### src/rtl/i2cq_pkg.sv
package i2cq_pkg;
  localparam logic [7:0] OFF_QCTRL = 8'h60;
  localparam logic [7:0] OFF_QSTAT = 8'h70;
  localparam logic [7:0] OFF_CMD   = 8'h80;
  localparam logic [7:0] OFF_RXD   = 8'h90;
  localparam logic [7:0] OFF_TXD   = 8'hA0;

  localparam int QC_RUN     = 5;
  localparam int QC_QMODE   = 2;
  localparam int ST_CNT_W   = 5;
  localparam int ST_RXEMPTY = 13;
  localparam int ST_OVF     = 15;
  localparam int CMD_DIR    = 16;
  localparam int CMD_CNT_W  = 16;

  typedef struct packed {
    logic run;
    logic qmode;
  } qctrl_t;
endpackage

### src/rtl/i2cq_fifo.sv
module i2cq_fifo #(
  parameter int W     = 32,
  parameter int DEPTH = 16,
  localparam int AW   = $clog2(DEPTH),
  localparam int CW   = $clog2(DEPTH + 1)
) (
  input  logic          clk_i,
  input  logic          rst_ni,
  input  logic          push_i,
  input  logic [W-1:0]  wdata_i,
  input  logic          pop_i,
  output logic [W-1:0]  rdata_o,
  output logic [CW-1:0] count_o,
  output logic          full_o
);
  logic [W-1:0]  mem_q [DEPTH];
  logic [AW-1:0] wr_ptr_q, rd_ptr_q;
  logic [CW-1:0] count_q;
  logic          do_push, do_pop, empty;

  assign full_o  = (count_q == CW'(DEPTH));
  assign empty   = (count_q == '0);
  assign do_push = push_i && !full_o;
  assign do_pop  = pop_i && !empty;
  assign rdata_o = mem_q[rd_ptr_q];
  assign count_o = count_q;

  always_ff @(posedge clk_i) begin
    if (do_push) mem_q[wr_ptr_q] <= wdata_i;
  end

  always_ff @(posedge clk_i or negedge rst_ni) begin
    if (!rst_ni) begin
      wr_ptr_q <= '0;
      rd_ptr_q <= '0;
      count_q  <= '0;
    end else begin
      if (do_push) wr_ptr_q <= (wr_ptr_q == AW'(DEPTH - 1)) ? '0 : wr_ptr_q + 1'b1;
      if (do_pop)  rd_ptr_q <= (rd_ptr_q == AW'(DEPTH - 1)) ? '0 : rd_ptr_q + 1'b1;
      case ({do_push, do_pop})
        2'b10:   count_q <= count_q + 1'b1;
        2'b01:   count_q <= count_q - 1'b1;
        default: count_q <= count_q;
      endcase
    end
  end

  p_cnt_push_r3: assert property (@(posedge clk_i) disable iff (!rst_ni)
    (push_i && !full_o && !pop_i) |=> (count_o == $past(count_o) + CW'(1)));

  p_full_drop_r4: assert property (@(posedge clk_i) disable iff (!rst_ni)
    (push_i && full_o && !pop_i) |=> (count_o == $past(count_o)));
endmodule

### src/rtl/i2cq_tx_unpack.sv
module i2cq_tx_unpack #(
  parameter int DW   = 32,
  parameter int CNTW = 16,
  localparam int NB  = DW / 8,
  localparam int IW  = $clog2(NB)
) (
  input  logic            clk_i,
  input  logic            rst_ni,
  input  logic [DW-1:0]   word_i,
  input  logic            word_avail_i,
  output logic            word_pop_o,
  input  logic            cmd_load_i,
  input  logic [CNTW-1:0] cmd_count_i,
  input  logic            take_i,
  output logic [7:0]      byte_o,
  output logic            avail_o
);
  logic [DW-1:0]   word_q;
  logic            vld_q;
  logic [IW-1:0]   idx_q;
  logic [CNTW-1:0] rem_q;
  logic            take, last;

  assign word_pop_o = !vld_q && word_avail_i;
  assign avail_o    = vld_q && (rem_q != '0);
  assign take       = take_i && avail_o;
  // word retires on its top byte or when the budget runs out
  assign last       = (idx_q == IW'(NB - 1)) || (rem_q == CNTW'(1));
  assign byte_o     = word_q[int'(idx_q)*8 +: 8];

  always_ff @(posedge clk_i or negedge rst_ni) begin
    if (!rst_ni) begin
      word_q <= '0;
      vld_q  <= 1'b0;
      idx_q  <= '0;
    end else if (word_pop_o) begin
      word_q <= word_i;
      vld_q  <= 1'b1;
      idx_q  <= '0;
    end else if (take) begin
      if (last) begin
        vld_q <= 1'b0;
        idx_q <= '0;
      end else begin
        idx_q <= idx_q + 1'b1;
      end
    end
  end

  always_ff @(posedge clk_i or negedge rst_ni) begin
    if (!rst_ni)         rem_q <= '0;
    else if (cmd_load_i) rem_q <= cmd_count_i;
    else if (take)       rem_q <= rem_q - 1'b1;
  end

  p_budget_dec_r7: assert property (@(posedge clk_i) disable iff (!rst_ni)
    (take && !cmd_load_i) |=> (rem_q == $past(rem_q) - CNTW'(1)));

  p_budget_end_r7: assert property (@(posedge clk_i) disable iff (!rst_ni)
    (take && rem_q == CNTW'(1) && !cmd_load_i) |=> !avail_o);
endmodule

### src/rtl/i2cq_rx_pack.sv
module i2cq_rx_pack #(
  parameter int DW  = 32,
  localparam int NB = DW / 8,
  localparam int FW = $clog2(NB + 1)
) (
  input  logic          clk_i,
  input  logic          rst_ni,
  input  logic [7:0]    byte_i,
  input  logic          push_i,
  input  logic          done_i,
  output logic [DW-1:0] word_o,
  output logic          word_vld_o
);
  logic [DW-1:0] acc_q, acc_n;
  logic [FW-1:0] fill_q, fill_n;

  always_comb begin
    acc_n  = acc_q;
    fill_n = fill_q;
    if (push_i) begin
      acc_n[int'(fill_q)*8 +: 8] = byte_i;
      fill_n = fill_q + 1'b1;
    end
  end

  assign word_vld_o = (fill_n == FW'(NB)) || (done_i && fill_n != '0);
  assign word_o     = acc_n;

  always_ff @(posedge clk_i or negedge rst_ni) begin
    if (!rst_ni) begin
      acc_q  <= '0;
      fill_q <= '0;
    end else if (word_vld_o) begin
      acc_q  <= '0;
      fill_q <= '0;
    end else begin
      acc_q  <= acc_n;
      fill_q <= fill_n;
    end
  end

  p_done_flush_r9: assert property (@(posedge clk_i) disable iff (!rst_ni)
    (done_i && fill_q != '0) |=> (fill_q == '0));

  p_byte_count_r8: assert property (@(posedge clk_i) disable iff (!rst_ni)
    (push_i && !done_i && fill_q < FW'(NB - 1)) |=> (fill_q == $past(fill_q) + FW'(1)));
endmodule

### src/rtl/i2cq_pio_queue.sv
module i2cq_pio_queue
  import i2cq_pkg::*;
#(
  parameter int DW        = 32,
  parameter int CMD_DEPTH = 16,
  parameter int TX_DEPTH  = 8,
  parameter int RX_DEPTH  = 8,
  localparam int CMD_CW   = $clog2(CMD_DEPTH + 1),
  localparam int TX_CW    = $clog2(TX_DEPTH + 1),
  localparam int RX_CW    = $clog2(RX_DEPTH + 1)
) (
  input  logic          clk_i,
  input  logic          rst_ni,
  input  logic          reg_wr_i,
  input  logic          reg_rd_i,
  input  logic [7:0]    reg_addr_i,
  input  logic [DW-1:0] reg_wdata_i,
  output logic [DW-1:0] reg_rdata_o,
  output logic          cmd_valid_o,
  output logic [DW-1:0] cmd_word_o,
  input  logic          cmd_take_i,
  output logic [7:0]    tx_byte_o,
  output logic          tx_avail_o,
  input  logic          tx_take_i,
  input  logic [7:0]    rx_byte_i,
  input  logic          rx_push_i,
  input  logic          cmd_done_i
);
  qctrl_t ctrl_q;
  logic   ovf_q;

  logic wr_ctrl, wr_stat, wr_cmd, wr_txd, rd_rxd;
  assign wr_ctrl = reg_wr_i && (reg_addr_i == OFF_QCTRL);
  assign wr_stat = reg_wr_i && (reg_addr_i == OFF_QSTAT);
  assign wr_cmd  = reg_wr_i && (reg_addr_i == OFF_CMD);
  assign wr_txd  = reg_wr_i && (reg_addr_i == OFF_TXD);
  assign rd_rxd  = reg_rd_i && (reg_addr_i == OFF_RXD);

  // command path
  logic [CMD_CW-1:0] cmd_cnt;
  logic              cmd_full, cmd_cap_full, cmd_push, cmd_pop, cmd_load;

  // bypass mode = single holding entry in the same storage
  assign cmd_cap_full = ctrl_q.qmode ? cmd_full : (cmd_cnt != '0);
  assign cmd_push     = wr_cmd && !cmd_cap_full;
  assign cmd_valid_o  = ctrl_q.run && (cmd_cnt != '0);
  assign cmd_pop      = cmd_valid_o && cmd_take_i;
  assign cmd_load     = cmd_pop && cmd_word_o[CMD_DIR];

  i2cq_fifo #(.W(DW), .DEPTH(CMD_DEPTH)) u_cmd_fifo (
    .clk_i   (clk_i),
    .rst_ni  (rst_ni),
    .push_i  (cmd_push),
    .wdata_i (reg_wdata_i),
    .pop_i   (cmd_pop),
    .rdata_o (cmd_word_o),
    .count_o (cmd_cnt),
    .full_o  (cmd_full)
  );

  always_ff @(posedge clk_i or negedge rst_ni) begin
    if (!rst_ni) begin
      ctrl_q <= '0;
      ovf_q  <= 1'b0;
    end else begin
      if (wr_ctrl) begin
        ctrl_q.run   <= reg_wdata_i[QC_RUN];
        ctrl_q.qmode <= reg_wdata_i[QC_QMODE];
      end
      if (wr_cmd && cmd_cap_full)          ovf_q <= 1'b1;
      else if (wr_stat && reg_wdata_i[ST_OVF]) ovf_q <= 1'b0;
    end
  end

  // transmit path
  logic [DW-1:0]    tx_word;
  logic [TX_CW-1:0] tx_cnt;
  logic             tx_full, tx_pop;

  i2cq_fifo #(.W(DW), .DEPTH(TX_DEPTH)) u_tx_fifo (
    .clk_i   (clk_i),
    .rst_ni  (rst_ni),
    .push_i  (wr_txd && !tx_full),
    .wdata_i (reg_wdata_i),
    .pop_i   (tx_pop),
    .rdata_o (tx_word),
    .count_o (tx_cnt),
    .full_o  (tx_full)
  );

  i2cq_tx_unpack #(.DW(DW), .CNTW(CMD_CNT_W)) u_tx_unpack (
    .clk_i        (clk_i),
    .rst_ni       (rst_ni),
    .word_i       (tx_word),
    .word_avail_i (tx_cnt != '0),
    .word_pop_o   (tx_pop),
    .cmd_load_i   (cmd_load),
    .cmd_count_i  (cmd_word_o[CMD_CNT_W-1:0]),
    .take_i       (tx_take_i),
    .byte_o       (tx_byte_o),
    .avail_o      (tx_avail_o)
  );

  // receive path
  logic [DW-1:0]    rx_word, rx_head;
  logic             rx_word_vld, rx_full, rx_empty;
  logic [RX_CW-1:0] rx_cnt;

  i2cq_rx_pack #(.DW(DW)) u_rx_pack (
    .clk_i      (clk_i),
    .rst_ni     (rst_ni),
    .byte_i     (rx_byte_i),
    .push_i     (rx_push_i),
    .done_i     (cmd_done_i),
    .word_o     (rx_word),
    .word_vld_o (rx_word_vld)
  );

  i2cq_fifo #(.W(DW), .DEPTH(RX_DEPTH)) u_rx_fifo (
    .clk_i   (clk_i),
    .rst_ni  (rst_ni),
    .push_i  (rx_word_vld && !rx_full),
    .wdata_i (rx_word),
    .pop_i   (rd_rxd),
    .rdata_o (rx_head),
    .count_o (rx_cnt),
    .full_o  (rx_full)
  );

  assign rx_empty = (rx_cnt == '0);

  // register read mux
  logic [DW-1:0] stat_w, ctrl_w;
  always_comb begin
    stat_w = '0;
    stat_w[ST_CNT_W-1:0] = ST_CNT_W'(cmd_cnt);
    stat_w[ST_RXEMPTY]   = rx_empty;
    stat_w[ST_OVF]       = ovf_q;
    ctrl_w = '0;
    ctrl_w[QC_RUN]   = ctrl_q.run;
    ctrl_w[QC_QMODE] = ctrl_q.qmode;
  end

  always_comb begin
    case (reg_addr_i)
      OFF_QCTRL: reg_rdata_o = ctrl_w;
      OFF_QSTAT: reg_rdata_o = stat_w;
      OFF_RXD:   reg_rdata_o = rx_empty ? '0 : rx_head;
      default:   reg_rdata_o = '0;
    endcase
  end

  p_ovf_set_r4: assert property (@(posedge clk_i) disable iff (!rst_ni)
    (wr_cmd && cmd_cap_full) |=> ovf_q);

  p_ovf_hold_r4: assert property (@(posedge clk_i) disable iff (!rst_ni)
    (ovf_q && !(wr_stat && reg_wdata_i[ST_OVF])) |=> ovf_q);

  p_bypass_cap_r5: assert property (@(posedge clk_i) disable iff (!rst_ni)
    (!ctrl_q.qmode && cmd_cnt != '0 && !cmd_pop) |=> (cmd_cnt == $past(cmd_cnt)));

  p_dispatch_run_r2: assert property (@(posedge clk_i) disable iff (!rst_ni)
    (cmd_take_i && !ctrl_q.run && !wr_cmd) |=> (cmd_cnt == $past(cmd_cnt)));
endmodule

### config.mk
export PLATFORM = sky130hd
export DESIGN_NAME = i2cq_pio_queue
export DESIGN_NICKNAME = d
export VERILOG_FILES = /design/src/rtl/i2cq_pkg.sv /design/src/rtl/i2cq_fifo.sv /design/src/rtl/i2cq_tx_unpack.sv /design/src/rtl/i2cq_rx_pack.sv /design/src/rtl/i2cq_pio_queue.sv
export SDC_FILE = /design/constraint.sdc
export NUM_CORES = 1
export LEC_CHECK = 0
export ABC_AREA = 1
export BUFFER_PORTS_ARGS = -buffer_cell sky130_fd_sc_hd__buf_2
export CORE_MARGIN = 2
export CORE_UTILIZATION = 35
export CTS_CLUSTER_DIAMETER = 200
export DETAILED_ROUTE_END_ITERATION = 7
export PLACE_DENSITY = 0.51
export SYNTH_ARGS = -nofsm -noshare
export SYNTH_HDL_FRONTEND = slang
export SYNTH_HIERARCHICAL = 1
export SYNTH_SLANG_ARGS = --single-unit
### constraint.sdc
create_clock -name clk_i -period 4.7 [get_ports clk_i]
set_clock_uncertainty 0.15 [all_clocks]
set_input_delay 0.705 -clock clk_i [delete_from_list [all_inputs] [get_ports clk_i]]
set_output_delay 0.705 -clock clk_i [all_outputs]
set_load 0.02 [all_outputs]
Yosys cells after proc, flatten, opt, wreduce, memory -nomap -nowiden
Memory sizes are Yosys's and may differ from the RTL's. A register that Yosys moved wholly into a read port is not among the register bits.
Index checks and enable logic that the tools add are counted.
{"block": "word_totals", "ff_bits": 90, "ramBits": 1024, "in_bits": 56, "out_inout_bits": 74, "elab_cells": 144, "memories": 3}
{"block": "op_classes", "n_addsub": 16, "eq_ne": 23, "n_shift": 3, "n_mux": 33, "n_reduce_logical": 49}
{"name": "u_cmd_fifo.mem_q", "words": 16, "word_bits": 32, "read_ports": 1, "rd_ports_with_merged_regs": 0, "wr": 1, "line": "i2cq_fifo.sv:16", "text": "logic [W-1:0] mem_q [DEPTH];"}
{"name": "u_rx_fifo.mem_q", "words": 8, "word_bits": 32, "read_ports": 1, "rd_ports_with_merged_regs": 0, "wr": 1, "line": "i2cq_fifo.sv:16"}
{"name": "u_tx_fifo.mem_q", "words": 8, "word_bits": 32, "read_ports": 1, "rd_ports_with_merged_regs": 1, "wr": 1, "line": "i2cq_fifo.sv:16"}
{"op": "32-bit two-way mux", "count": 3}
{"op": "32-bit case mux with 3 select lines", "count": 1}
{"op": "6-bit negation with 33-bit output", "count": 1}
{"op": "8-bit by 33-bit variable shift with 32-bit output, first input constant", "count": 1}
{"op": "8-bit by 33-bit variable part select with 32-bit output", "count": 1}
{"op": "32-bit bitwise mux", "count": 1}
{"op": "16-bit two-way mux", "count": 2}
{"op": "32-bit by 6-bit variable part select with 8-bit output", "count": 1}
{"op": "8-bit == test, second input constant", "count": 3}
{"op": "1-bit logical AND", "count": 23}
{"op": "3-bit two-way mux", "count": 6}
{"op": "4-bit by 1-bit adder with 4-bit output, second input constant", "count": 4}
{"op": "16-bit by 1-bit == test with 1-bit output, second input constant", "count": 1}
{"op": "4-bit == test, second input constant", "count": 4}
{"op": "8-bit by 7-bit == test with 1-bit output, second input constant", "count": 2}
{"op": "4-bit case mux with 2 select lines", "count": 2}
{"op": "16-bit nonzero test", "count": 1}
{"op": "16-bit by 1-bit subtractor with 16-bit output, second input constant", "count": 1}
{"op": "3-bit by 1-bit adder with 3-bit output, second input constant", "count": 5}
{"op": "3-bit == test, second input constant", "count": 5}
{"op": "2-bit nonzero test", "count": 7}
{"op": "1-bit two-way mux", "count": 12}
{"op": "5-bit case mux with 2 select lines", "count": 1}
{"op": "1-bit zero test", "count": 9}
{"op": "other kinds (16)", "count": 27}

Logic depth before layout (Yosys ltp)
{"block": "depth", "word_depth": 9, "ltp_mapped": 22, "mapped_depth_nobuf": 19}

Modules after synthesis
The synthesis kept the hierarchy.
{"module": "i2cq_fifo at u_rx_fifo ...", "n_inst": 2, "cells_each": 1193, "area_each_um2": 11657.4, "seq_area_each_um2": 7937.6}
{"module": "i2cq_fifo at u_cmd_fifo", "n_inst": 1, "cells_each": 2310, "area_each_um2": 23140.9, "seq_area_each_um2": 15700.1}
{"module": "i2cq_tx_unpack", "n_inst": 1, "cells_each": 408, "area_each_um2": 2830.2, "seq_area_each_um2": 1276.2}
{"module": "i2cq_rx_pack", "n_inst": 1, "cells_each": 271, "area_each_um2": 2024.4, "seq_area_each_um2": 875.8}
{"module": "i2cq_pio_queue", "n_inst": 1, "cells_each": 145, "area_each_um2": 718.2, "seq_area_each_um2": 75.1}

Least setup slack after synthesis
OpenSTA, ideal clock, no wires.
{"block": "synth_timing", "kind": "register -> register", "startpoint": "reg u_rx_pack.fill_q[0]", "endpoint": "mem u_rx_fifo.mem_q[6][0] (enable)", "setup_ns": 0.461, "t_arrival_ns": 4.269, "t_required_ns": 4.089, "setup_slack_ns": -0.181, "path_stages_with_launch": 15, "n_path_buf": 3, "period_less_slack_ns": 4.881, "cell_sequence": "dfrtp_1 -> buf_6 -> inv_1 -> ha_1 -> nand2_4 -> inv_2 -> nor2_2 -> nand3_1 -> nand2_4 -> buf_6 -> inv_1 -> nor2_1 -> nand2_1 -> buf_2 -> nor3_1"}
{"block": "synth_between", "elab_chain_cells": 9, "word_cells_on_any_way": 10, "cone_classes": "add/sub: 1; eq/ne: 1; mux: 3; reduce/logical: 5"}
{"item": "start, declared", "line": "i2cq_rx_pack.sv:15", "text": "logic [FW-1:0] fill_q, fill_n;"}
{"item": "start signal, assigned", "line": "i2cq_rx_pack.sv:38", "text": "fill_q <= fill_n;"}
{"item": "3-bit by 1-bit adder with 3-bit output", "line": "i2cq_rx_pack.sv:22", "text": "fill_n = fill_q + 1'b1;"}
{"item": "3-bit two-way mux *", "line": "i2cq_rx_pack.sv:20", "text": "if (push_i) begin"}
{"item": "3-bit nonzero test", "line": "i2cq_rx_pack.sv:26", "text": "assign word_vld_o = (fill_n == FW'(NB)) || (done_i && fill_n != '0);"}
{"item": "1-bit logical AND", "line": "i2cq_rx_pack.sv:26"}
{"item": "1-bit logical OR *", "line": "i2cq_rx_pack.sv:26"}
{"item": "via rx_word_vld", "line": "i2cq_pio_queue.sv:106", "text": "logic rx_word_vld, rx_full, rx_empty;"}
{"item": "1-bit logical AND *", "line": "i2cq_pio_queue.sv:122", "text": ".push_i (rx_word_vld && !rx_full),"}
{"item": "1-bit logical AND *", "line": "i2cq_fifo.sv:23", "text": "assign do_push = push_i && !full_o;"}
{"item": "1-bit two-way mux *", "line": "i2cq_fifo.sv:29", "text": "if (do_push) mem_q[wr_ptr_q] <= wdata_i;"}
{"item": "1-bit two-way mux (implied by the code) *", "line": "i2cq_fifo.sv:29"}
{"item": "end, declared", "line": "i2cq_fifo.sv:16"}
The timed path passes the listed nets; every way through them passes the cells marked *.

Worst setup path in the final report
{"block": "layout_timing", "startpoint": "reg u_cmd_fifo.rd_ptr_q[0]", "endpoint": "out cmd_word_o[14]"}
{"block": "layout_between", "elab_chain_cells": 1}
{"item": "start, declared", "line": "i2cq_fifo.sv:17", "text": "logic [AW-1:0] wr_ptr_q, rd_ptr_q;"}
{"item": "start signal, assigned", "line": "i2cq_fifo.sv:39", "text": "if (do_pop) rd_ptr_q <= (rd_ptr_q == AW'(DEPTH - 1)) ? '0 : rd_ptr_q + 1'b1;"}
{"item": "memory 16 x 32 bit"}
{"item": "end, declared", "line": "i2cq_pio_queue.sv:20", "text": "output logic [DW-1:0] cmd_word_o,"}
Every way passes these cells.

==> results.toml <==
[sta]
worst_tran_pin_value_ps = 1240
layout_min_cycle_time_ps = 4190
slew_headroom = 0.163
final_hold_viol_count = 0
fmaxAchievable_mhz = 238
worst_hold_slack_ps = 89.1
timing.final.max_slew_violations = 0
timing.setup.tns_ps = 0
grt_setup_unrepaired = "false"
finalSetupViolations = 0
post-route-period-util = 0.892

[synth]
synth_fp_nets = 5611
synth_enable_flop_cells = 1024
post_synthesis_cells = 5520
syn-mean-instance-area_um2 = 9.43
async_reset_ff_frac = 0.106
ys_seq_area_frac = 0.650
synth-main-ff-cell = "edfxtp_1"
ys_seq_elements = 1146
synth_area_um2 = 52000
netlist-cell-type-count = 41
synth-warning-count = 6

[layout]
layout-drive-gt1-share = 0.0867
synthToLayoutAreaGrowth_pct = 13.2
post-route-util = 0.399
finalNetCount = 5725
fill_cells = 14400

[die]
placeableCoreArea_um2 = 148000
horizontal_extent_of_the_die_um = 390
initial_utilization = 0.352
number_of_cell_rows = 141
dieArea_um2 = 152000
ios = 130
chipHeight_um = 390

[worst_setup_path]
worst-r2r-cell-count = 17
cp_data_arrival_time_ps = 3340
critPathCaptureType = "output port"
reg2reg_slack_ps = 1230
timing.critical_path.fanout_max = 129
crit_type = "flop to output port"
startpoint = "u_cmd_fifo/rd_ptr_q[0]"
reg2reg_launch_point = "u_rx_pack/fill_q[1]"
reg2reg_to = "u_rx_fifo/count_o[3]"
critical_path.endpoint = "cmd_word_o[14]"
cp_data_required_time_ps = 3850
startpoint_type = "flop"

[global_routing]
grt_max_degree = 130
antenna_found_initial = 8
grt_usage = 0.176
globalRoute.totalOverflow = 0
wire_length_of_the_first_global_routing_pass_um = 203000
first_global_vias = 32400

[place]
numPortBuffers = 129
place_congestion = 0.791
hpwl_um = 78700

[routing]
remaining_drc_errors = 0
vias = 35000
drt_pass_1_iters = 5
routed_via_density = 4.56
route.antenna.remaining_nets = 0
routed_wire_length_per_instance_um = 17.4
detail_route.wirelength_um = 134000
detailedRoute.firstIterationViolations = 2649

[status]
status = "completed"

[clocking]
cts_inserted_buffers = 132
worst_skew_pair.late_latency_ps = 760
clock_tree.root_cell = "clkbuf_16"
cts_num_sinks = 1146
cts.reportedPaths.clkPinSlew_ps = 60
tritoncts = "done"
ctsResizeCount = 0
ctsHtreeMaxLevel = 4
max-clock-path-buffers = 3

[run]
maxCapViolCount = 0

[pwr]
total_power_mw = 29.5
cellLeakagePower_nw = 25.9
max-vdd-ir-drop_mv = 0.339
power_density_nw_per_um2 = 501

[worst_hold_path]
min-delay-path-class = "input port to flop"
-- kinds of logic (layout without fill, tap and decap cells) --
family                   after synthesis  in the layout  synth area share
AND/OR/NAND/NOR                     3143           3143             0.242
buffers and inverters               1115           1337            0.0903
XOR/XNOR                              10             10           0.00168
AO/OA/AOI/OAI                         71             71           0.00714
adder cells (fa/ha/maj)               35             35           0.00885
other                                  0              3                 0
flip-flops                          1146           1146             0.650
-- per-layer routing --
| layer | routed length [um] | part of all wire | global-route usage | up-vias |
|---|---|---|---|---|
| li1 | - | - | - | 17500 |
| met2 | 58800 | 0.44 | 0.268 | 788 |
| met3 | 7420 | 0.056 | 0.0329 | 149 |
| met1 | 65000 | 0.49 | 0.260 | 16600 |
| met5 | 27 | 0.00020 | 0 | - |
| met4 | 2370 | 0.018 | 0.0440 | 4 |
-- per-stage QoR --
| step | cell area (um^2) | instances | worst slack (ps) |
|---|---|---|---|
| 2_1_floorplan | 52000 | 5520 | -181 |
| 3_3_place_gp | 54700 | 7428 | 1120 |
| 3_5_place_dp | 54700 | 7428 | 1120 |
| 4_1_cts | 58900 | 7672 | 467 |
| 5_1_grt | 58900 | 7672 | 305 |
| 6_report | 58900 | 7675 | 507 |
-- power breakdown --
part           internal (mW)  leakage [nW]  switching, mW
registers               11.8          10.7          0.525
logic                   2.01          13.2           5.20
clock network           5.73          2.02           4.22
total                   19.6          25.9           9.94
-- worst min path at each step --
| stage | start | to | slack [ps] | depth (start not counted) |
|---|---|---|---|---|
| final | reg_wr_i | ctrl_q[0] | 90 | 3 |
| after global routing | reg_wr_i | ctrl_q[1] | 50 | 3 |
| after CTS | reg_wr_i | ctrl_q[0] | 4 | 3 |
| after detailed placement | u_tx_unpack/word_q[22] | u_tx_unpack/word_q[22] | 310 | 2 |
| after global placement | u_tx_unpack/word_q[9] | u_tx_unpack/word_q[9] | 310 | 2 |
| after floorplan | rst_ni | ctrl_q[0] | 260 | 0 |
-- flip-flops by register name (all words and copies together) (netlist names), 4 cells and up --
| name | cells |
|---|---|
| u_tx_fifo/mem_q | 256 |
| u_cmd_fifo/wr_ptr_q | 4 |
| u_rx_fifo/mem_q | 256 |
| u_tx_unpack/rem_q | 16 |
| u_rx_fifo/count_o | 4 |
| u_cmd_fifo/count_o | 5 |
| u_cmd_fifo/mem_q | 512 |
| u_tx_unpack/word_q | 32 |
| u_tx_fifo/count_o | 4 |
| u_cmd_fifo/rd_ptr_q | 4 |
| u_rx_pack/acc_q | 32 |
-- layout by cell type (no fill, tap or decap), types with 9 or more instances in the layout --
cell and instances:
clkbuf_1 36, clkinv_2 18, nand3_1 418, nor2_4 20, buf_2 128, o21ai_0 52, buf_4 64, edfxtp_1 1024
nor3_2 17, ha_1 32, buf_12 12, nor2_2 37, nand2_2 9, clkbuf_16 134, inv_1 872, clkinv_1 33
nor2_1 620, nand2_1 1999, dfrtp_1 115
-- cells in the mapped netlist, types with 3 or more instances --
master | n | area share
nand3_1 | 418 | 0.040
nand2_1 | 1999 | 0.14
a21oi_1 | 4 | 0.00038
inv_2 | 9 | 0.00065
or2_2 | 4 | 0.00048
buf_6 | 29 | 0.0063
xor2_1 | 3 | 0.00051
nor2_4 | 3 | 0.00065
buf_1 | 28 | 0.0020
nand2_2 | 9 | 0.0011
buf_2 | 102 | 0.0098
nor2_1 | 637 | 0.046
inv_1 | 874 | 0.063
edfxtp_1 | 1024 | 0.59
o22ai_1 | 8 | 0.00096
nor3_1 | 18 | 0.0017
nand2_4 | 5 | 0.0011
fa_1 | 3 | 0.0012
ha_1 | 32 | 0.0077
buf_4 | 32 | 0.0046
dfrtp_1 | 122 | 0.059
nor2_2 | 37 | 0.0044
o21ai_1 | 4 | 0.00038
xnor2_1 | 7 | 0.0012
clkbuf_1 | 33 | 0.0024
nand4_1 | 4 | 0.00048
o21ai_0 | 52 | 0.0050
-- worst max-delay path: stages, from the launching register on --
cell	delay, ps
dfrtp_4	530
inv_8	590
buf_4	410
nand2_1	80
nand3_1	80
nand3_1	170
nand3_1	240
nand2_1	180
buf_2	200
-- area by class of cell --
cell class,instances,area (um^2),share of cell area
flip-flops and latches,1146,33800,0.574
multi-input cells,3259,13700,0.233
clock buffers,173,3530,0.0599
inverters,888,3350,0.0569
well taps,1930,2410,0.0410
repair buffers,207,1390,0.0236
clock inverters,69,653,0.0111
diodes,3,7.51,0.000127
-- timing repair --
item,CTS,global route
endpoints found under the hold margin,81,0
hold buffers,2,0
buffers inserted,0,0
Power figures use the tool's default switching activity.
